[config.mk]
export PLATFORM = sky130hd
export DESIGN_NAME = mcs_step_ctrl
export DESIGN_NICKNAME = d
export VERILOG_FILES = /design/src/rtl/mcs_pkg.sv /design/src/rtl/mcs_next_step.sv /design/src/rtl/mcs_ctrl_decode.sv /design/src/rtl/mcs_step_ctrl.sv
export SDC_FILE = /design/constraint.sdc
export NUM_CORES = 1
export LEC_CHECK = 0
export CAP_MARGIN = 15
export CORE_AREA = 5 5 42 44
export DETAILED_ROUTE_END_ITERATION = 12
export DIE_AREA = 0 0 47 49
export MAX_ROUTING_LAYER = met4
export PLACE_DENSITY = 0.78
export SYNTH_ARGS = -nofsm -noshare
export SYNTH_HDL_FRONTEND = slang
export SYNTH_SLANG_ARGS = --single-unit
[constraint.sdc]
create_clock -name clk -period 3.04 [get_ports clk]
set_input_delay 0.608 -clock clk [delete_from_list [all_inputs] [get_ports clk]]
set_output_delay 0.608 -clock clk [all_outputs]
set_load 0.01 [all_outputs]
[src/rtl/mcs_pkg.sv]
package mcs_pkg;

  typedef enum logic [3:0] {
    ST_FETCH, ST_DECODE, ST_ADDR, ST_LDMEM, ST_LDWB,
    ST_STMEM, ST_ALUEX, ST_ALUWB, ST_BRANCH
  } step_e;

  typedef enum logic [2:0] {
    CL_LOAD, CL_STORE, CL_ALU, CL_BRANCH, CL_OTHER
  } class_e;

  localparam logic [1:0] SRCB_REG    = 2'b00;
  localparam logic [1:0] SRCB_FOUR   = 2'b01;
  localparam logic [1:0] SRCB_IMM    = 2'b10;
  localparam logic [1:0] SRCB_IMM_SH = 2'b11;

  localparam logic [1:0] AOP_ADD   = 2'b00;
  localparam logic [1:0] AOP_SUB   = 2'b01;
  localparam logic [1:0] AOP_FUNCT = 2'b10;

  typedef struct packed {
    logic       pc_wr;
    logic       pc_src;
    logic       addr_sel;
    logic       mem_rd;
    logic       mem_wr;
    logic       ir_wr;
    logic       reg_dst;
    logic       mem_to_reg;
    logic       reg_wr;
    logic       alu_src_a;
    logic [1:0] alu_src_b;
    logic [1:0] alu_op;
  } ctrl_t;

  // Map an opcode onto its instruction class.
  function automatic class_e classify(input logic [5:0] op,
                                      input logic [5:0] c_ld,
                                      input logic [5:0] c_st,
                                      input logic [5:0] c_alu,
                                      input logic [5:0] c_br);
    if (op == c_ld)       return CL_LOAD;
    else if (op == c_st)  return CL_STORE;
    else if (op == c_alu) return CL_ALU;
    else if (op == c_br)  return CL_BRANCH;
    else                  return CL_OTHER;
  endfunction

  // Number of clock steps an instruction of a class occupies.
  function automatic int unsigned steps_for(input class_e c);
    case (c)
      CL_LOAD:   return 5;
      CL_STORE:  return 4;
      CL_ALU:    return 4;
      CL_BRANCH: return 3;
      default:   return 2;
    endcase
  endfunction

endpackage

[src/rtl/mcs_next_step.sv]
module mcs_next_step
  import mcs_pkg::*;
(
  input  step_e  cur,
  input  class_e cls,
  output step_e  nxt
);

  always_comb begin
    nxt = ST_FETCH;
    case (cur)
      ST_FETCH:  nxt = ST_DECODE;
      ST_DECODE: begin
        case (cls)
          CL_LOAD, CL_STORE: nxt = ST_ADDR;
          CL_ALU:            nxt = ST_ALUEX;
          CL_BRANCH:         nxt = ST_BRANCH;
          default:           nxt = ST_FETCH;
        endcase
      end
      ST_ADDR:   nxt = (cls == CL_LOAD) ? ST_LDMEM : ST_STMEM;
      ST_LDMEM:  nxt = ST_LDWB;
      ST_ALUEX:  nxt = ST_ALUWB;
      default:   nxt = ST_FETCH;
    endcase
  end

endmodule

[src/rtl/mcs_ctrl_decode.sv]
module mcs_ctrl_decode
  import mcs_pkg::*;
(
  input  step_e cur,
  input  logic  alu_zero,
  output ctrl_t ctl
);

  always_comb begin
    ctl = '0;
    case (cur)
      ST_FETCH: begin
        ctl.mem_rd    = 1'b1;
        ctl.ir_wr     = 1'b1;
        ctl.pc_wr     = 1'b1;
        ctl.alu_src_b = SRCB_FOUR;
        ctl.alu_op    = AOP_ADD;
      end
      ST_DECODE: begin
        ctl.alu_src_b = SRCB_IMM_SH;
        ctl.alu_op    = AOP_ADD;
      end
      ST_ADDR: begin
        ctl.alu_src_a = 1'b1;
        ctl.alu_src_b = SRCB_IMM;
        ctl.alu_op    = AOP_ADD;
      end
      ST_LDMEM: begin
        ctl.mem_rd   = 1'b1;
        ctl.addr_sel = 1'b1;
      end
      ST_LDWB: begin
        ctl.reg_wr     = 1'b1;
        ctl.mem_to_reg = 1'b1;
      end
      ST_STMEM: begin
        ctl.mem_wr   = 1'b1;
        ctl.addr_sel = 1'b1;
      end
      ST_ALUEX: begin
        ctl.alu_src_a = 1'b1;
        ctl.alu_src_b = SRCB_REG;
        ctl.alu_op    = AOP_FUNCT;
      end
      ST_ALUWB: begin
        ctl.reg_wr  = 1'b1;
        ctl.reg_dst = 1'b1;
      end
      ST_BRANCH: begin
        ctl.alu_src_a = 1'b1;
        ctl.alu_src_b = SRCB_REG;
        ctl.alu_op    = AOP_SUB;
        ctl.pc_src    = 1'b1;
        ctl.pc_wr     = alu_zero;
      end
      default: ctl = '0;
    endcase
  end

endmodule

[src/rtl/mcs_step_ctrl.sv]
module mcs_step_ctrl
  import mcs_pkg::*;
#(
  parameter int          OPW       = 6,
  parameter logic [5:0]  OP_LOAD   = 6'h23,
  parameter logic [5:0]  OP_STORE  = 6'h2B,
  parameter logic [5:0]  OP_ALU    = 6'h00,
  parameter logic [5:0]  OP_BRANCH = 6'h04,
  parameter int          CNT_W     = 4
) (
  input  logic           clk,
  input  logic           rst_n,
  input  logic [OPW-1:0] opcode,
  input  logic           alu_zero,
  output logic           pc_wr,
  output logic           pc_src,
  output logic           addr_sel,
  output logic           mem_rd,
  output logic           mem_wr,
  output logic           ir_wr,
  output logic           reg_dst,
  output logic           mem_to_reg,
  output logic           reg_wr,
  output logic           alu_src_a,
  output logic [1:0]     alu_src_b,
  output logic [1:0]     alu_op
);

  step_e  cur_q, nxt;
  class_e cls;
  ctrl_t  raw_ctl, ctl;
  logic   live_q;

  assign cls = classify(opcode, OP_LOAD, OP_STORE, OP_ALU, OP_BRANCH);

  // The first clock after reset only arms the controller; fetch runs after it.
  always_ff @(posedge clk or negedge rst_n) begin
    if (!rst_n) begin
      live_q <= 1'b0;
      cur_q  <= ST_FETCH;
    end else begin
      live_q <= 1'b1;
      if (live_q) cur_q <= nxt;
    end
  end

  mcs_next_step i_next (
    .cur (cur_q),
    .cls (cls),
    .nxt (nxt)
  );

  mcs_ctrl_decode i_dec (
    .cur      (cur_q),
    .alu_zero (alu_zero),
    .ctl      (raw_ctl)
  );

  assign ctl        = live_q ? raw_ctl : '0;
  assign pc_wr      = ctl.pc_wr;
  assign pc_src     = ctl.pc_src;
  assign addr_sel   = ctl.addr_sel;
  assign mem_rd     = ctl.mem_rd;
  assign mem_wr     = ctl.mem_wr;
  assign ir_wr      = ctl.ir_wr;
  assign reg_dst    = ctl.reg_dst;
  assign mem_to_reg = ctl.mem_to_reg;
  assign reg_wr     = ctl.reg_wr;
  assign alu_src_a  = ctl.alu_src_a;
  assign alu_src_b  = ctl.alu_src_b;
  assign alu_op     = ctl.alu_op;

  // Named events for the assertions.
  logic fetch_evt, decode_evt, branch_evt;
  assign fetch_evt  = live_q && (cur_q == ST_FETCH);
  assign decode_evt = live_q && (cur_q == ST_DECODE);
  assign branch_evt = live_q && (cur_q == ST_BRANCH);

  // Cycle counter between fetches, and the class latched at decode.
  logic [CNT_W-1:0] span_q;
  class_e           cls_q;
  logic             seen_q;
  always_ff @(posedge clk or negedge rst_n) begin
    if (!rst_n) begin
      span_q <= '0;
      cls_q  <= CL_OTHER;
      seen_q <= 1'b0;
    end else begin
      span_q <= fetch_evt ? CNT_W'(1) : span_q + CNT_W'(1);
      if (decode_evt) begin
        cls_q  <= cls;
        seen_q <= 1'b1;
      end
    end
  end

  AST_QUIET_ARMING: assert property (@(posedge clk) disable iff (!rst_n)
    !live_q |-> !(pc_wr || ir_wr || mem_rd || mem_wr || reg_wr)) else $error("quiet");
  AST_FETCH_TO_DECODE: assert property (@(posedge clk) disable iff (!rst_n)
    fetch_evt |=> (cur_q == ST_DECODE)) else $error("fetch");
  AST_STEP_COUNT: assert property (@(posedge clk) disable iff (!rst_n)
    (fetch_evt && seen_q) |-> (span_q == CNT_W'(steps_for(cls_q)))) else $error("span");
  AST_STORE_ADDR: assert property (@(posedge clk) disable iff (!rst_n)
    mem_wr |-> (addr_sel && !reg_wr)) else $error("store");
  AST_BRANCH_HOLD: assert property (@(posedge clk) disable iff (!rst_n)
    (branch_evt && !alu_zero) |-> !pc_wr) else $error("branch");
  AST_UNKNOWN_RETURN: assert property (@(posedge clk) disable iff (!rst_n)
    (decode_evt && cls == CL_OTHER) |=> fetch_evt) else $error("other");
  AST_MEM_EXCL: assert property (@(posedge clk) disable iff (!rst_n)
    !(mem_rd && mem_wr)) else $error("mem");
  AST_ZERO_IGNORED: assert property (@(posedge clk) disable iff (!rst_n)
    (!branch_evt && live_q && !fetch_evt) |-> !pc_wr) else $error("zero");

endmodule

==> results <==
- In the final design database the tool counted just under 90 nets.
- The die outline width is ~47 um.
- The post-CTS setup buffer count is 0.
- The type of the tightest min-delay check is in -> async.
- At the end of routability-driven placement, the weighted congestion stood at between 0.8 and 0.9.
- Once detail routing completed, the nets flagged for antenna violations numbered 0.
- For the final database, setup skew stands at 0.005079 ns.
- By startpoint and endpoint, the worst setup path is classified as reg -> out.
- The top cell types in the final layout, fill and taps aside, are 22 x clkdlybuf4s50_1, 6 x nor3_1, 5 x dfrtp_1.
- The routed layout has approximately 500 vias.
- The area growth from synthesis to layout is 54.65%.
- The maximum number of buffers from clock root to sink is 2.
- Counting distinct cell types in the post-synthesis netlist gives 31.
- For the pin with the worst max-slew slack, the measured transition is ~0.51 ns.
- The insertion delay of the later-clocked pin in the worst-skew pair is approximately 0.25 ns.
- The post-route netlist has slightly below 9% of its cells at a drive strength greater than 1.
- The sum of net half-perimeters after detailed placement is around 860 um.
- The sequential share of power is 37.5%.
- In this run the power density over the cells is ~330 nW/um2.
- The number of non-filler instances in the completed layout is 95.
- After detailed placement, the total cell area comes to ~660 um2.
- In the routed design, unresolved DRC markers number 0.
- The number of failing setup endpoints in the final timing report is 0.
- Once the floorplan was initialized, standard cells occupied about a third of the core.
- The flip-flop and latch count after synthesis is 5.
- The completed layout was analyzed and its total power is 0.2244 mW.
- The count of instances resized after the clock tree is built is 0.
- The cell count after synthesis came out at 58.
- For this run, the number of Yosys warnings is 0.
- The number of H-tree levels is 1.
- The share of power burned in combinational logic is ~27%.
- The height of the die is 49 um.
- Clock-pin slew was measured on the worst setup and hold paths at ~0.05 ns.
- The I/O pin count is 23.
- Timing analysis after detailed placement gives a worst setup slack of about 0.72 ns.
- For this run, the detailed router's first-pass iteration total came to 4.
- The minimum clock period after layout is 2.552 ns.
- The depth of the most critical reg-to-reg path is 4.
- The number of buffers inserted by port buffering is 22.
- The maximum fanout count along the critical path is 16.
- The number of diodes added for antenna fixing is 0.
- The register-to-register path setup slack is around 1.7 ns.
- The initial antenna violation count is 0.
- The synthesized area divided by synthesized cell count is between 7 and 8 um2.
- In this run the standard cell core region covers approximately 1400 um2.
- The final layout contains routed wiring with a total length of 1121 um.
- In this run, post-CTS hold repair placed 0 buffers.
- Entering global routing, the biggest net connects 17 pins.
- The fmax is slightly below 0.4 GHz.
- The number of hold-slack violations in the final timing report is 0.
- The worst reg2reg path endpoint is cur_q[1].
- The detail-routed via count per cell is ~5.2.
- The share of the yosys chip area belonging to registers is between 20% and 30%.
- Across every metal layer, demand over resource in global routing totals 11.52%.
- The switching part of the total is between 30% and 40%.
- STA classifies the critical path endpoint as a primary output.
- The clock net sink count is 5.
- The initialized floorplan defines 14 standard-cell rows.
- The peak ir drop on the vdd network is 0.0002789 V.
- The data arrival time of the critical path is 1.94 ns.
- In this run the static leakage power is 0.2664 nW.
- In this run, CTS created clock tree buffers numbering 3.
- The number of pins exceeding their max-slew limit in the final report is 0.
- Counting every net in the synthesized netlist gives between 60 and 70.
- The final non-filler cell area is 686.9 um2.
- The library cell used most frequently in the layout, excluding fill and tap cells, is clkdlybuf4s50_1.
- The area of the die is about 2300 um2.
- The run finished with clean final reports.
- The initial DRC count is 3.
- TritonCTS built the clock tree.
- In this run the critical register-to-register path is launched from cur_q[1].
- Cell internal power was estimated by the tool at approximately 0.15 mW.
- The number of placed instances, taps included, is 91.
- Dividing the detail-routed wire length by the instance count gives about 12 um.
- Setup slack closes at 0.4884 ns.
- Measured against its own limit, the worst slew margin works out to around two thirds.
- At the worst endpoint, the required time is around 2.4 ns.
- Setup repair after global routing left no endpoint under its margin.
- The net switching power of the design is roughly 0.070 mW.
- The buffer type at the clock tree root is clkbuf_4.
- The max-cap check violation count is 0.
- The final sum of negative setup slack is 0 ns.
- Counting the fill cells in the layout gives ~150.
- In this run, the clock network consumes about a third of the power.
- The total congestion overflow is 0.
- The via count of the first global-routing pass is between 400 and 500.
- The synthesized netlist occupies a cell area of approximately 440 um2.
- The wire length of the first global-routing pass is just under 2000 um.
- Dividing the final minimum period by the clock period gives 83.93%.
- The kind of launch point of the worst setup path is a flop.
-- area by class of cell --
type,instances,area (um2),share of cell area (%)
multi-input combinational,46,286.5,41.71
sequential,5,125.1,18.21
tap,16,20.02,2.914
timing repair buffer,22,220.2,32.06
clock buffer,3,22.52,3.279
clock inverter,1,5.005,0.7286
inverter,2,7.507,1.093
-- worst max path at each step --
stage | to | startpoint | slack [ns] | cells past startpoint
6_report | alu_src_a | cur_q[1] | 0.49 | 3
2_1_floorplan | pc_wr | cur_q[2] | 1.25 | 5
4_1_cts | alu_src_a | cur_q[1] | 0.47 | 3
3_5_place_dp | pc_wr | alu_zero | 0.72 | 3
5_1_grt | alu_op[1] | live_q | 0.37 | 4
3_3_place_gp | pc_wr | alu_zero | 0.75 | 3
-- worst max-delay path: stages, from the launching register on --
cell             delay (ns)
dfrtp_1                0.56
or3_1                  0.44
a21oi_1                0.15
clkdlybuf4s50_1        0.55
-- sequential cells by signal, summed over array words and instances (netlist names) --
signal / cells
cur_q: 4
live_q: 1
-- cells by family after synthesis --
family,after synthesis,share of synthesized area [%]
AOI/OAI and AO/OA,10,12.96
xor gates and xnor gates,2,3.944
buffers and inverters,7,7.321
DFF,5,28.17
muxes,2,4.507
other,1,0.8443
and+or+nand+nor,31,42.26
-- cell usage after synthesis --
library cell  instances  area share, %
nand3_1               2            2.3
xnor2_1               1            2.0
inv_2                 1           0.84
a21oi_1               3            3.4
inv_1                 1           0.84
xor2_1                1            2.0
o31ai_1               1            1.7
nand2b_1              2            2.8
and2b_1               1            1.7
conb_1                1           0.84
o22ai_1               1            1.4
and3_1                1            1.4
and4_1                1            2.0
nor4_2                1            2.8
a31oi_1               1            1.4
or4_1                 1            1.7
nand4b_1              1            2.0
nor3b_1               2            3.4
or3_1                 1            1.4
nor3_2                1            2.3
nand2_1               4            3.4
o21ai_1               3            3.4
a21o_1                1            1.7
nand3b_1              1            1.7
nor2b_1               1            1.4
mux2i_1               2            4.5
nor2_1                4            3.4
nor4b_1               1            2.0
dfrtp_1               5             28
nor3_1                6            6.8
buf_2                 5            5.6
-- stage by stage --
| step | hold slack, ns | util, % |
|---|---|---|
| floorplan | 0.3124 | - |
| global placement | 0.6137 | 47.05 |
| detailed placement | 0.6279 | 47.05 |
| CTS | 0.5729 | 49.02 |
| global route | 0.5717 | 49.02 |
| finish | 0.5691 | 49.02 |
-- layer usage --
layer	part of all wire, %	GRT usage, %	up-vias
met2	50	17.65	18
met4	0	2.765	0
li1	-	-	248
met3	8.9	5.535	0
met5	0	-	-
met1	41	13.33	232
-- power by group through the flow --
stage / registers, mW / logic, mW / clock network (mW)
floorplan: 0.0725 / 0.0418 / 0
global placement: 0.0847 / 0.0605 / 0
detailed placement: 0.0853 / 0.0616 / 0
CTS: 0.0842 / 0.0618 / 0.0811
global route: 0.0855 / 0.0670 / 0.0889
finish: 0.0841 / 0.0610 / 0.0793
Power figures use the tool's default switching activity.
